**config.mk**
```make
export PLATFORM = sky130hd
export DESIGN_NAME = quad_match_timer
export DESIGN_NICKNAME = d
export VERILOG_FILES = /design/src/rtl/qmt_pkg.sv /design/src/rtl/qmt_channel.sv /design/src/rtl/qmt_regs.sv /design/src/rtl/quad_match_timer.sv
export SDC_FILE = /design/constraint.sdc
export NUM_CORES = 1
export LEC_CHECK = 0
export ABC_AREA = 1
export BUFFER_PORTS_ARGS = -buffer_cell sky130_fd_sc_hd__buf_2
export CORE_MARGIN = 3
export CORE_UTILIZATION = 24
export CTS_BUF_LIST = sky130_fd_sc_hd__clkbuf_4
export DETAILED_ROUTE_END_ITERATION = 8
export GPL_TIMING_DRIVEN = 0
export HOLD_SLACK_MARGIN = 0.08
export PLACE_DENSITY = 0.36
export SYNTH_ARGS = -nofsm -noshare
export SYNTH_HDL_FRONTEND = slang
export SYNTH_HIERARCHICAL = 1
export SYNTH_SLANG_ARGS = --single-unit
```
**constraint.sdc**
```tcl
create_clock -name clk -period 2.96 [get_ports clk]
set_input_delay 0.592 -clock clk [delete_from_list [all_inputs] [get_ports clk]]
set_output_delay 0.592 -clock clk [all_outputs]
set_load 0.01 [all_outputs]
```
**src/rtl/qmt_pkg.sv**
```systemverilog
package qmt_pkg;
  localparam int NCH       = 4;
  localparam int NARROW_CH = 2;
  localparam int BYTE_W    = 8;
  localparam int ADDR_W    = 3;

  typedef enum logic [ADDR_W-1:0] {
    A_CTRL  = 3'd0,
    A_STAT  = 3'd1,
    A_CMP0  = 3'd2,
    A_CMP1  = 3'd3,
    A_CMP2L = 3'd4,
    A_CMP2H = 3'd5,
    A_CMP3L = 3'd6,
    A_CMP3H = 3'd7
  } reg_addr_e;

  // Pending update: new matches win over a write-one clear.
  function automatic logic [NCH-1:0] pend_next(input logic [NCH-1:0] cur,
                                               input logic [NCH-1:0] clr,
                                               input logic [NCH-1:0] hit);
    return (cur & ~clr) | hit;
  endfunction

  // Interrupt combine: only enabled channels reach the line.
  function automatic logic irq_of(input logic [NCH-1:0] pend,
                                  input logic [NCH-1:0] en);
    return |(pend & en);
  endfunction
endpackage

```
**src/rtl/qmt_channel.sv**
```systemverilog
module qmt_channel #(
  parameter int W = 8
) (
  input  logic         clk,
  input  logic         rst_n,
  input  logic         en,
  input  logic         start,
  input  logic         adv,
  input  logic [W-1:0] cmp,
  output logic         hit,
  output logic         running
);
  logic [W-1:0] cnt_q;

  assign hit = en && running && adv && !start && (cnt_q == cmp);

  always_ff @(posedge clk or negedge rst_n) begin
    if (!rst_n) begin
      running <= 1'b0;
      cnt_q   <= '0;
    end else if (!en) begin
      running <= 1'b0;
      cnt_q   <= '0;
    end else if (start) begin
      running <= 1'b1;
      cnt_q   <= '0;
    end else if (hit) begin
      cnt_q   <= '0;
    end else if (running && adv) begin
      cnt_q   <= cnt_q + 1'b1;
    end
  end
endmodule

```
**src/rtl/qmt_regs.sv**
```systemverilog
module qmt_regs
  import qmt_pkg::*;
#(
  parameter int NARROW_W = 8,
  parameter int WIDE_W   = 16
) (
  input  logic                clk,
  input  logic                rst_n,
  input  logic                wr_en,
  input  logic [ADDR_W-1:0]   addr,
  input  logic [BYTE_W-1:0]   wdata,
  output logic [BYTE_W-1:0]   rdata,
  input  logic [NCH-1:0]      hit,
  output logic [NCH-1:0]      en,
  output logic                test,
  output logic [NCH-1:0]      start,
  output logic [NCH-1:0]      clr,
  output logic [NCH-1:0]      pend,
  output logic [NARROW_W-1:0] cmp_n [NARROW_CH],
  output logic [WIDE_W-1:0]   cmp_w [NCH-NARROW_CH]
);
  localparam int HI_W = WIDE_W - BYTE_W;

  logic [NCH:0]    ctrl_q;
  logic [HI_W-1:0] hi_stage [NCH-NARROW_CH];
  logic            wr_ctrl, wr_stat;

  assign wr_ctrl = wr_en && (addr == A_CTRL);
  assign wr_stat = wr_en && (addr == A_STAT);
  assign en      = ctrl_q[NCH-1:0];
  assign test    = ctrl_q[NCH];
  assign start   = wr_stat ? (wdata[2*NCH-1:NCH] & en) : '0;
  assign clr     = wr_stat ? wdata[NCH-1:0] : '0;

  always_ff @(posedge clk or negedge rst_n) begin
    if (!rst_n) begin
      ctrl_q <= '0;
      pend   <= '0;
    end else begin
      if (wr_ctrl) ctrl_q <= wdata[NCH:0];
      pend <= pend_next(pend, clr, hit);
    end
  end

  for (genvar j = 0; j < NARROW_CH; j++) begin : g_narrow
    always_ff @(posedge clk or negedge rst_n) begin
      if (!rst_n) cmp_n[j] <= '0;
      else if (wr_en && addr == ADDR_W'(A_CMP0 + j)) cmp_n[j] <= wdata[NARROW_W-1:0];
    end
  end

  for (genvar j = 0; j < NCH-NARROW_CH; j++) begin : g_wide
    localparam logic [ADDR_W-1:0] LO_A = ADDR_W'(A_CMP2L + 2*j);
    always_ff @(posedge clk or negedge rst_n) begin
      if (!rst_n) begin
        hi_stage[j] <= '0;
        cmp_w[j]    <= '0;
      end else if (wr_en && addr == LO_A) begin
        cmp_w[j]    <= {hi_stage[j], wdata};
      end else if (wr_en && addr == LO_A + 1'b1) begin
        hi_stage[j] <= wdata[HI_W-1:0];
      end
    end
  end

  always_comb begin
    case (addr)
      A_CTRL:  rdata = BYTE_W'(ctrl_q);
      A_STAT:  rdata = BYTE_W'(pend);
      A_CMP0:  rdata = BYTE_W'(cmp_n[0]);
      A_CMP1:  rdata = BYTE_W'(cmp_n[1]);
      A_CMP2L: rdata = cmp_w[0][BYTE_W-1:0];
      A_CMP2H: rdata = BYTE_W'(cmp_w[0][WIDE_W-1:BYTE_W]);
      A_CMP3L: rdata = cmp_w[1][BYTE_W-1:0];
      default: rdata = BYTE_W'(cmp_w[1][WIDE_W-1:BYTE_W]);
    endcase
  end
endmodule

```
**src/rtl/quad_match_timer.sv**
```systemverilog
module quad_match_timer
  import qmt_pkg::*;
#(
  parameter int NARROW_W = 8,
  parameter int WIDE_W   = 16
) (
  input  logic              clk,
  input  logic              rst_n,
  input  logic              tick,
  input  logic              wr_en,
  input  logic [ADDR_W-1:0] addr,
  input  logic [BYTE_W-1:0] wdata,
  output logic [BYTE_W-1:0] rdata,
  output logic              irq
);
  logic [NCH-1:0]      en_w, start_w, clr_w, pend_w, hit_w, run_w;
  logic                test_w, adv_w;
  logic [NARROW_W-1:0] cmp_n [NARROW_CH];
  logic [WIDE_W-1:0]   cmp_w [NCH-NARROW_CH];

  qmt_regs #(.NARROW_W(NARROW_W), .WIDE_W(WIDE_W)) u_regs (
    .clk(clk), .rst_n(rst_n), .wr_en(wr_en), .addr(addr), .wdata(wdata),
    .rdata(rdata), .hit(hit_w), .en(en_w), .test(test_w), .start(start_w),
    .clr(clr_w), .pend(pend_w), .cmp_n(cmp_n), .cmp_w(cmp_w)
  );

  assign adv_w = tick || test_w;

  for (genvar i = 0; i < NCH; i++) begin : g_ch
    if (i < NARROW_CH) begin : g_n
      qmt_channel #(.W(NARROW_W)) u_ch (
        .clk(clk), .rst_n(rst_n), .en(en_w[i]), .start(start_w[i]),
        .adv(adv_w), .cmp(cmp_n[i]), .hit(hit_w[i]), .running(run_w[i])
      );
    end else begin : g_w
      qmt_channel #(.W(WIDE_W)) u_ch (
        .clk(clk), .rst_n(rst_n), .en(en_w[i]), .start(start_w[i]),
        .adv(adv_w), .cmp(cmp_w[i-NARROW_CH]), .hit(hit_w[i]), .running(run_w[i])
      );
    end
  end

  assign irq = irq_of(pend_w, en_w);
endmodule

```
==> results.json <==
{
  "status": "finished clean",
  "ctsHtreeMaxLevel": 4,
  "synth-edff-count": 0,
  "worstReg2RegStart": "u_regs/ctrl_q[4]",
  "worstSkewPairLatency_ns": 0.57,
  "cts-root-buf": "clkbuf_4",
  "coreArea_um2": 32600,
  "grt_first_pass_wirelength_um": 39500,
  "hp-class": "in -> reg",
  "initial_utilization_pct": 24.4,
  "synth_top_family_by_area": "simple AND/OR/NAND/NOR gates",
  "slew_headroom_pct": 49.4,
  "postCtsHoldBufs": 1,
  "hold_viol": 0,
  "grt_max_degree": 68,
  "die-area_um2": 35400,
  "antenna_found_initial": 1,
  "vias_per_cell": 4.25,
  "hold_slack_ns": 0.472,
  "ff2ff_path_depth": 8,
  "fin_crit_ns": 2.42,
  "synth_xor_xnor_area_share_pct": 3.08,
  "pin_count": 24,
  "final_util_pct": 27.6,
  "critPathCaptureType": "output port",
  "synth_top_flop_cell": "dfrtp_1",
  "wl_per_cell_um": 15.1,
  "yosys.area_share.simple_pct": 39.8,
  "dr.first_iter.drc_count": 330,
  "num_vias": 6946,
  "avgSynthCellArea_um2": 7.02,
  "synth.most_common_cell": "nand2_1",
  "ant_nets": 0,
  "synthArstFlopShare_pct": 100,
  "synth_seq_area_share_pct": 39.2,
  "ir_worst_vdd_uv": 251,
  "cp_data_arrival_time_ns": 1.83,
  "grt_pass1_vias": 6776,
  "finalNonFillerCells": 1634,
  "period_share_pct": 81.7,
  "worstPathMaxFanout": 10,
  "ys_ff_latch": 125,
  "dp.cells": 1598,
  "clock_skew_ns": 0.0199,
  "worst_pin_slew_ns": 0.759,
  "drv_slew": 0,
  "fp.dieW_um": 188,
  "multi_input_area_um2": 4030,
  "crit_start": "addr[2]",
  "r2r-end": "g_ch[3].g_w.u_ch/cnt_q[8]",
  "synth_cells": 1135,
  "cts_sinks": 125,
  "yosysTopAreaCell": "dfrtp_1",
  "synth-compound-area-share_pct": 7.02,
  "place_congestion": 0.778,
  "finish.net_count": 1195,
  "seqCellArea_um2": 3130,
  "r2r_setup_slack_ns": 1.03,
  "synth_commonest_cells": "nand2_1, inv_1, dfrtp_1, nand3_1, nor2_1",
  "power_leakage_nw": 4.56,
  "start_kind": "primary input",
  "synth_nets": 1154,
  "rsz0062_at_grt": "no",
  "gr-total-overflow": 0,
  "die_height_um": 188,
  "synthesis.area_um2": 7970,
  "cts_setup_buffers": 0,
  "first_pass_iters": 5,
  "wirelength_um": 24600,
  "power.density_nw_per_um2": 502,
  "path_clk_slew_ns": 0.13,
  "fillers": 3605,
  "port_buffers": 20,
  "cts_buffers": 17,
  "drv_cap": 0,
  "syn2layout_area_growth_pct": 12.9,
  "rows": 66,
  "cp-endpoint": "rdata[1]",
  "cts_buffer_depth": 2,
  "cts_tree": "done",
  "ys_top_cells_by_area": "dfrtp_1, nand2_1, inv_1, nand3_1, nor2_1",
  "synth_mux_area_share_pct": 0,
  "drive_above_1_share_pct": 14.6,
  "synthAdderAreaFrac_pct": 0.628,
  "fin_setup_tns_ns": 0,
  "post-dp-hpwl_um": 18300,
  "grt_usage_pct": 14.4,
  "criticalPathCategory": "in -> out",
  "setup_viol": 0,
  "cts_resized": 0,
  "yosysUniqueCellTypes": 43,
  "fmax_ghz": 0.414,
  "synth_top_area_share_pct": 39.2,
  "ys_warn_count": 6,
  "cp_data_required_time_ns": 2.37,
  "finalPower_mw": 4.52,
  "drc": 0
}
-- worst min-delay path by stage --
stage	startpoint	endpoint	slack [ns]	depth (start not counted)
after floorplan	rst_n	g_ch[0].g_n.u_ch/cnt_q[0]	0.30	0
after global placement	u_regs/hi_stage[5]	u_regs/hi_stage[5]	0.47	2
after global routing	wr_en	u_regs/cmp_n[12]	0.43	4
after CTS	wr_en	u_regs/cmp_n[2]	0.41	4
final	addr[0]	u_regs/cmp_w[16]	0.47	5
after detailed placement	u_regs/hi_stage[1]	u_regs/hi_stage[1]	0.47	2
-- metal layers --
| metal | GRT usage, % | wire length (um) | vias to the layer above |
|---|---|---|---|
| li1 | - | - | 3621 |
| met1 | 19.2 | 11700 | 3199 |
| met2 | 24.0 | 11700 | 98 |
| met3 | 2.75 | 679 | 28 |
| met4 | 4.16 | 544 | 0 |
| met5 | 0 | 0 | - |
-- flip-flops by register name, indices dropped and copies added (netlist names) --
register               count
u_regs/ctrl_q              5
u_regs/hi_stage           16
u_regs/cmp_n              16
u_regs/pend                4
g_ch.g_n.u_ch/cnt_q       16
g_ch.g_n.u_ch/running      2
g_ch.g_w.u_ch/running      2
g_ch.g_w.u_ch/cnt_q       32
u_regs/cmp_w              32
-- where the power goes --
part,switching (mW),internal [mW]
logic,0.613,0.336
registers,0.261,1.90
clock network,0.739,0.667
total,1.61,2.91
-- area by class of cell --
type / count / share of cell area, %
timing repair buffer: 22 / 1.60
buffer: 34 / 2.60
tap: 442 / 6.14
sequential: 125 / 34.8
clock inverter: 15 / 2.20
antenna: 3 / 0.0834
clock buffer: 17 / 1.42
multi-input combinational: 824 / 44.8
inverter: 152 / 6.45
-- cells in the final DEF (no fill, tap or decap), drive strengths merged --
cell / n
a31oi: 2
and2: 2
dfrtp: 125
ha: 4
o21a: 4
dlygate4sd3: 1
o21bai: 4
a21oi: 10
or2: 1
bufinv: 4
nand3b: 2
nand4: 27
nor2: 113
diode: 3
xor2: 16
nor3: 13
clkinv: 13
buf: 49
inv: 148
clkinvlp: 2
nand2: 442
o21ai: 79
clkbuf: 23
nand3: 93
xnor2: 12
-- worst max-delay path, cell delays in order --
cell and delay [ns]:
buf_2 0.15, inv_2 0.14, buf_2 0.21, nand3_1 0.10
nand2_1 0.06, nor2_1 0.21, nand3_1 0.18, buf_2 0.18
-- logic make-up (layout without fill, tap and decap cells) --
| group | count (synthesis) | in the layout |
|---|---|---|
| AO/OA/AOI/OAI | 99 | 99 |
| XOR/XNOR | 28 | 28 |
| adder cells (fa/ha/maj) | 4 | 4 |
| buffers and inverters | 186 | 240 |
| flip-flops | 125 | 125 |
| other | 0 | 3 |
| AND/OR/NAND/NOR | 693 | 693 |
-- per-stage QoR --
step | instance area [um^2] | worst slack [ns]
2_1_floorplan | 7970 | 0.921
3_3_place_gp | 8620 | -0.723
3_5_place_dp | 8660 | 0.458
4_1_cts | 8990 | 0.480
5_1_grt | 9000 | 0.433
6_report | 9000 | 0.542
(Power assumes the default switching activity.)
